==> src/rtl/zrun_pkg.sv <==
package zrun_pkg;
    localparam int DATA_W = 64;
    localparam int HALF_W = DATA_W / 2;
    localparam int CNT_W  = $clog2(DATA_W + 1);

    typedef enum logic {
        DIR_LEAD  = 1'b0,
        DIR_TRAIL = 1'b1
    } zrun_dir_e;

    typedef struct packed {
        logic              narrow;
        zrun_dir_e         dir;
        logic [DATA_W-1:0] value;
    } zrun_req_t;

    typedef struct packed {
        logic [CNT_W-1:0] count;
    } zrun_cnt_t;

    function automatic logic [HALF_W-1:0] mirror_half(input logic [HALF_W-1:0] v);
        logic [HALF_W-1:0] r;
        for (int i = 0; i < HALF_W; i++) r[i] = v[HALF_W-1-i];
        return r;
    endfunction

    function automatic logic [DATA_W-1:0] mirror_full(input logic [DATA_W-1:0] v);
        logic [DATA_W-1:0] r;
        for (int i = 0; i < DATA_W; i++) r[i] = v[DATA_W-1-i];
        return r;
    endfunction
endpackage

==> src/rtl/zrun_prep.sv <==
module zrun_prep
    import zrun_pkg::*;
(
    input  zrun_req_t         req,
    output logic [DATA_W-1:0] enc_vec
);
    logic [HALF_W-1:0] low_field;
    logic [HALF_W-1:0] low_oriented;
    logic [DATA_W-1:0] full_oriented;
    logic [HALF_W-1:0] sentinel_half;

    assign low_field     = req.value[HALF_W-1:0];
    assign low_oriented  = (req.dir == DIR_TRAIL) ? low_field : mirror_half(low_field);
    assign full_oriented = (req.dir == DIR_TRAIL) ? req.value : mirror_full(req.value);
    assign sentinel_half = {{(HALF_W-1){1'b0}}, 1'b1};

    always_comb begin
        if (req.narrow) enc_vec = {sentinel_half, low_oriented};
        else            enc_vec = full_oriented;
    end
endmodule

==> src/rtl/zrun_lowest_one.sv <==
module zrun_lowest_one
    import zrun_pkg::*;
(
    input  logic [DATA_W-1:0] vec,
    output zrun_cnt_t         cnt
);
    logic [CNT_W-1:0] idx;
    logic             any_set;

    always_comb begin
        idx = CNT_W'(DATA_W);
        for (int i = DATA_W - 1; i >= 0; i--) begin
            if (vec[i]) idx = CNT_W'(i);
        end
    end

    assign any_set   = |vec;
    assign cnt.count = idx;

    always_comb begin
        if (!any_set) a_empty_r4: assert (idx == CNT_W'(DATA_W));
    end
endmodule

==> src/rtl/zrun_count_unit.sv <==
module zrun_count_unit
    import zrun_pkg::*;
(
    input  logic          clk,
    input  logic          rst,
    input  logic          op_sel,
    input  logic          narrow,
    input  logic          trail_dir,
    input  logic [63:0]   operand,
    output logic [63:0]   result,
    output logic          result_vld
);
    zrun_req_t         req;
    logic [DATA_W-1:0] enc_vec;
    zrun_cnt_t         cnt;
    logic [CNT_W-1:0]  cnt_q;
    logic              vld_q;

    assign req.narrow = narrow;
    assign req.dir    = zrun_dir_e'(trail_dir);
    assign req.value  = operand;

    zrun_prep u_prep (
        .req     (req),
        .enc_vec (enc_vec)
    );

    zrun_lowest_one u_enc (
        .vec (enc_vec),
        .cnt (cnt)
    );

    always_ff @(posedge clk) begin
        if (rst) begin
            cnt_q <= '0;
            vld_q <= 1'b0;
        end else begin
            vld_q <= op_sel;
            if (op_sel) cnt_q <= cnt.count;
        end
    end

    assign result     = {{(DATA_W-CNT_W){1'b0}}, cnt_q};
    assign result_vld = vld_q;

    p_zext_r6: assert property (@(posedge clk) disable iff (rst)
        result[63:CNT_W] == '0);
    p_narrow_range_r5: assert property (@(posedge clk) disable iff (rst)
        (op_sel && narrow) |=> (result <= 64'd32));
    p_full_range_r5: assert property (@(posedge clk) disable iff (rst)
        op_sel |=> (result <= 64'd64));
    p_vld_on_r7: assert property (@(posedge clk) disable iff (rst)
        op_sel |=> result_vld);
    p_vld_off_r7: assert property (@(posedge clk) disable iff (rst)
        !op_sel |=> !result_vld);
    p_hold_r9: assert property (@(posedge clk) disable iff (rst)
        !op_sel |=> $stable(result));
    p_narrow_zero_r4: assert property (@(posedge clk) disable iff (rst)
        (op_sel && narrow && operand[31:0] == 32'd0) |=> (result == 64'd32));
    p_full_zero_r4: assert property (@(posedge clk) disable iff (rst)
        (op_sel && !narrow && operand == 64'd0) |=> (result == 64'd64));
endmodule

==> config.mk <==
export PLATFORM = sky130hd
export DESIGN_NAME = zrun_count_unit
export DESIGN_NICKNAME = d
export VERILOG_FILES = /design/src/rtl/zrun_pkg.sv /design/src/rtl/zrun_prep.sv /design/src/rtl/zrun_lowest_one.sv /design/src/rtl/zrun_count_unit.sv
export SDC_FILE = /design/constraint.sdc
export NUM_CORES = 1
export LEC_CHECK = 0
export ABC_CLOCK_PERIOD_IN_PS = 5880
export BUFFER_PORTS_ARGS = -buffer_cell sky130_fd_sc_hd__clkbuf_2
export CORE_ASPECT_RATIO = 0.8
export CORE_MARGIN = 2
export CORE_UTILIZATION = 53
export DETAILED_ROUTE_END_ITERATION = 12
export GPL_TIMING_DRIVEN = 0
export MAX_ROUTING_LAYER = met4
export PLACE_DENSITY = 0.92
export SKIP_CTS_REPAIR_TIMING = 1
export SLEW_MARGIN = 20
export SYNTH_ARGS = -nofsm -noshare
export SYNTH_HDL_FRONTEND = slang
export SYNTH_SLANG_ARGS = --single-unit
export TNS_END_PERCENT = 50
==> constraint.sdc <==
create_clock -name clk -period 5.88 [get_ports clk]
set_input_delay 0.294 -clock clk [delete_from_list [all_inputs] [get_ports clk]]
set_output_delay 0.294 -clock clk [all_outputs]
set_load 0.1 [all_outputs]
Yosys cells after proc, flatten, opt, wreduce, memory -nomap -nowiden. Cells that the tools add are included.

Memories: 0. Memory bits (read-only): 0. Output and inout port bits: 65. Latch bits: 0. Bits in registers: 8. Memory bits (writable): 0.

$lt $le $gt $ge: 0. Shift operators: 0. Mux-type cells: 67. $mul: 0. Div/mod/pow operators: 0. Reduce and logical (&&, ||, !) cells: 0. Eq/ne operators: 0. Add/sub/neg operators: 0. Bitwise gates (word level): 0.

Operators with widths (number): $mux 7 (64); $mux 64 (2); $mux 32 (1).

Longest topological paths before layout.
Word-level depth: 66. Gate-level depth with buffers: 11. Depth with buffers taken out: 7.

Hierarchy. A second synthesis with hierarchy kept.

Cell total of the unflattened synthesis: 408. Area, all modules: 2805.2 um2.

By module, submodules not included: zrun_prep (area an instance 1236.2 um2, instances 1, cells each 178); zrun_lowest_one (area an instance 859.6 um2, instances 1, cells each 147); zrun_count_unit (area an instance 709.4 um2, instances 1, cells each 83).

Worst setup path after synthesis. No wires, ideal clock.

Path type: in2reg. Start point: input narrow. End point: register cnt_q[1]. Buffers on the path: 3. Data arrival time: 2.028 ns. Setup slack: 3.782 ns. Setup time: 0.070 ns. Stages: 9. Cell sequence: buf_6 buf_8 buf_12 mux2_4 mux2i_4 nand2_2 or3_1 a2111o_1 a21oi_1.

Cells in the longest elaborated chain, start to end: 65.

Ends and longest elaborated chain: from (decl) (line zrun_count_unit.sv:7) `input logic narrow,`; $mux 64 * (line zrun_prep.sv:18) `if (req.narrow) enc_vec = {sentinel_half, low_oriented};`; $mux 7 (63 in series) (line zrun_lowest_one.sv:13) `if (vec[i]) idx = CNT_W'(i);`; $mux 7 * (line zrun_lowest_one.sv:13); to (signal assigned) (line zrun_count_unit.sv:39) `if (op_sel) cnt_q <= cnt.count;`; to (decl) (line zrun_count_unit.sv:16) `logic [CNT_W-1:0] cnt_q;`.

Every way passes the cells marked *; elsewhere a longest branch is shown, timed or not. A chain may end at the register's enable or synchronous reset.

Worst setup path after layout. Same ends and word-level chain as after synthesis.

==> flow_metrics.tcl <==
set metrics [dict create \
    power.switching_w 0.0003229 \
    syn-cell-area_um2 2894 \
    grt_pass1_wl_um 16570 \
    n_antenna_cell 0 \
    grt_pass1_vias 3267 \
    worstPathMaxFanout 10 \
    clkTransAtPathRegs_ns 0.04 \
    ys_async_sr_fraction_pct 0 \
    htreeDepth 1 \
    yosysTopAreaCell "buf_4" \
    hpwl_um 8728 \
    dieArea_um2 6071 \
    crit_buf_inv 4 \
    antenna_found_initial 0 \
    synth_edf_count 0 \
    wl_per_cell_um 17.74 \
    p_clk_share_pct 12.8 \
    hold_violations 0 \
    cts.sinks 8 \
    pwr-share-comb_pct 76.6 \
    maxCapViolCount 0 \
    p_int_w 0.0002133 \
    root_buffer "clkbuf_8" \
    maxSlewViolCount 0 \
    synth_area_leaders "buf_4 16%, mux2i_1 11%, mux2_2 8.6%" \
    ys_seq_area_share_pct 5.534 \
    cp.arrival_ns 2.77 \
    multi_input_area_um2 2326 \
    area_growth_pct 23.95 \
    synth_ff_type "dfxtp_1" \
    cp_slowest_stage_delay_ns 0.64 \
    drt-vias-per-instance 5.900 \
    ys_seq_elements 8 \
    drcViolationCount 0 \
    yosysMostFrequentCell "buf_4" \
    netlist-cell-type-count 62 \
    rr_endpoint "cnt_q[0]" \
    relSlewSlack_pct 46.97 \
    period_share_pct 44.36 \
    rows 24 \
    crit_chain "buf_6, buf_8, buf_12, buf_4, a211oi_1, nor4_1, o21ai_0, o2111ai_1, a2111o_1, a21oi_1" \
    switching_share_pct 60.22 \
    clock_latency_ns 0.23 \
    core_um2 5345 \
    die_w_um 86.62 \
    crit_family "compound AO/OA/AOI/OAI gates" \
    grt_usage_pct 35.25 \
    gp_congestion 1.009 \
    p_leak_nw 1.760 \
    dr.pass1.iters 5 \
    outcome "finished clean" \
    synth_warnings 0 \
    io_pins 134 \
    grt_overflow 0 \
    via_count 3540 \
    start_util_pct 54.14 \
    sequentialPowerShare_pct 10.5 \
    worst_pin_slew_ns 0.7907 \
    tns_ns 0 \
    reg2reg_depth 5 \
    r2r_start "cnt_q[0]" \
    hp-class "input port to register" \
    grt_max_degree 11 \
    drtIter0Drc 293 \
    fmax_ghz 0.3833 \
    powerDensity_nw_per_um2 149.5 \
    start_kind "input port" \
    ir_drop_uv 105.9 \
    crit_type "input port to register" \
    postRouteAntennaNets 0 \
    cts_buffers 3 \
    worstPathRequired_ns 6.04 \
    fin_worst_skew_ns 0 \
    cts_tree "yes" \
    critPathSlowestCell "a211oi_1" \
    min_from "rst" \
    setup_viol 0 \
    holdPathEnd "cnt_q[6]" \
    synth_commonest_cells "63 x buf_4, 41 x nor2_1, 31 x mux2i_1, 27 x nand2_1, 22 x mux2_2" \
    holdPathStages 2 \
    grt_setup_unrepaired "no" \
    clock_path_buffers 2 \
    io_buffers 72 \
    finalWirelength_um 10640 \
    avgSynthCellArea_um2 7.163 \
    endpoint_kind "register" \
    stdcell_area_um2 3587 \
    reg2reg_slack_ns 4.62 \
    ff_latch_area_um2 160.2 \
    synthCells 404 \
    synth_top_cell_area_share_pct 16.34 \
    nets 606 \
    nFillCells 495 \
    drive_above_1_share_pct 33.46 \
    finalCriticalPeriod_ns 2.609 \
    die_h_um 70.10 \
    place_area_um2 3546 \
]
==> metal layers <==
layer / vias to the layer above / wire [um] / track usage, %
met5: - / 0 / -
met2: 258 / 4639 / 55.04
met3: 48 / 1114 / 3.546
li1: 1646 / - / -
met1: 1588 / 4486 / 47.92
met4: 0 / 401 / 10.94
==> state kept, by name, summed over array words and instances (netlist names) <==
register	flops
cnt_q	7
result_vld	1
==> power groups by stage <==
| stage | clock network, W | registers, W | logic, W |
|---|---|---|---|
| floorplan | 0 | 0.0000672 | 0.000314 |
| global placement | 0 | 0.0000573 | 0.000399 |
| detailed placement | 0 | 0.0000574 | 0.000400 |
| CTS | 0.0000688 | 0.0000565 | 0.000401 |
| global route | 0.0000702 | 0.0000566 | 0.000428 |
| finish | 0.0000688 | 0.0000565 | 0.000411 |
==> layout make-up <==
| class | instances | share of cell area, % |
|---|---|---|
| Clock buffer | 3 | 1.151 |
| Timing Repair Buffer | 72 | 10.05 |
| Multi-Input combinational cell | 368 | 64.84 |
| Inverter | 6 | 0.6278 |
| Tap cell | 65 | 2.267 |
| Buffer | 78 | 16.60 |
| Sequential cell | 8 | 4.465 |
==> kinds of logic (layout without fill, tap and decap cells) <==
kind of cell / Yosys count / in the layout / share of synthesized area [%]
AO/OA/AOI/OAI: 94 / 94 / 22.01
flip-flops: 8 / 8 / 5.534
AND/OR/NAND/NOR: 156 / 156 / 27.93
other: 1 / 57 / 0.1296
buffers and inverters: 84 / 159 / 21.36
multiplexers: 61 / 61 / 23.04
==> stage by stage <==
step / power [W] / hold WS [ns] / cells / utilization, % / worst slack (ns)
after floorplan: 0.0003810 / 0.5828 / 460 / - / 3.782
after global routing: 0.0005545 / 0.4534 / 600 / 67.11 / 3.256
after global placement: 0.0004563 / 0.4480 / 597 / 66.34 / 3.109
after CTS: 0.0005266 / 0.4212 / 600 / 67.11 / 3.389
final: 0.0005362 / 0.4194 / 600 / 67.11 / 3.271
after detailed placement: 0.0004577 / 0.4559 / 597 / 66.34 / 3.180
==> layout by cell type, fill, tap and decap left out, types with 3 or more instances in the layout <==
cell type   n
o2111ai_1   3
nand2_1    27
buf_2       7
nor2b_1     8
or3_1       4
conb_1     57
nor3_1     19
mux2_1      5
clkbuf_2   72
clkbuf_8    3
inv_1       6
mux2i_1    31
nand3_1     8
a21oi_1    18
o21bai_1    3
o21a_1      3
o22ai_1     7
o21ai_0    18
nor3b_1     4
buf_6       4
nor2_1     41
dfxtp_1     8
nand2b_1   16
nor4_1      8
a2111oi_0   3
a211oi_1   12
mux2_2     22
buf_4      63
a211o_1     4
o22a_1      4
==> worst max-delay path by stage <==
| stage | to | slack (ns) | cells after the start | from |
|---|---|---|---|---|
| floorplan | cnt_q[1] | 3.78 | 9 | narrow |
| global placement | cnt_q[1] | 3.11 | 10 | narrow |
| detailed placement | cnt_q[1] | 3.18 | 10 | narrow |
| CTS | cnt_q[1] | 3.39 | 10 | narrow |
| global route | cnt_q[1] | 3.26 | 10 | narrow |
| finish | cnt_q[1] | 3.27 | 10 | narrow |
(Power assumes the default switching activity.)
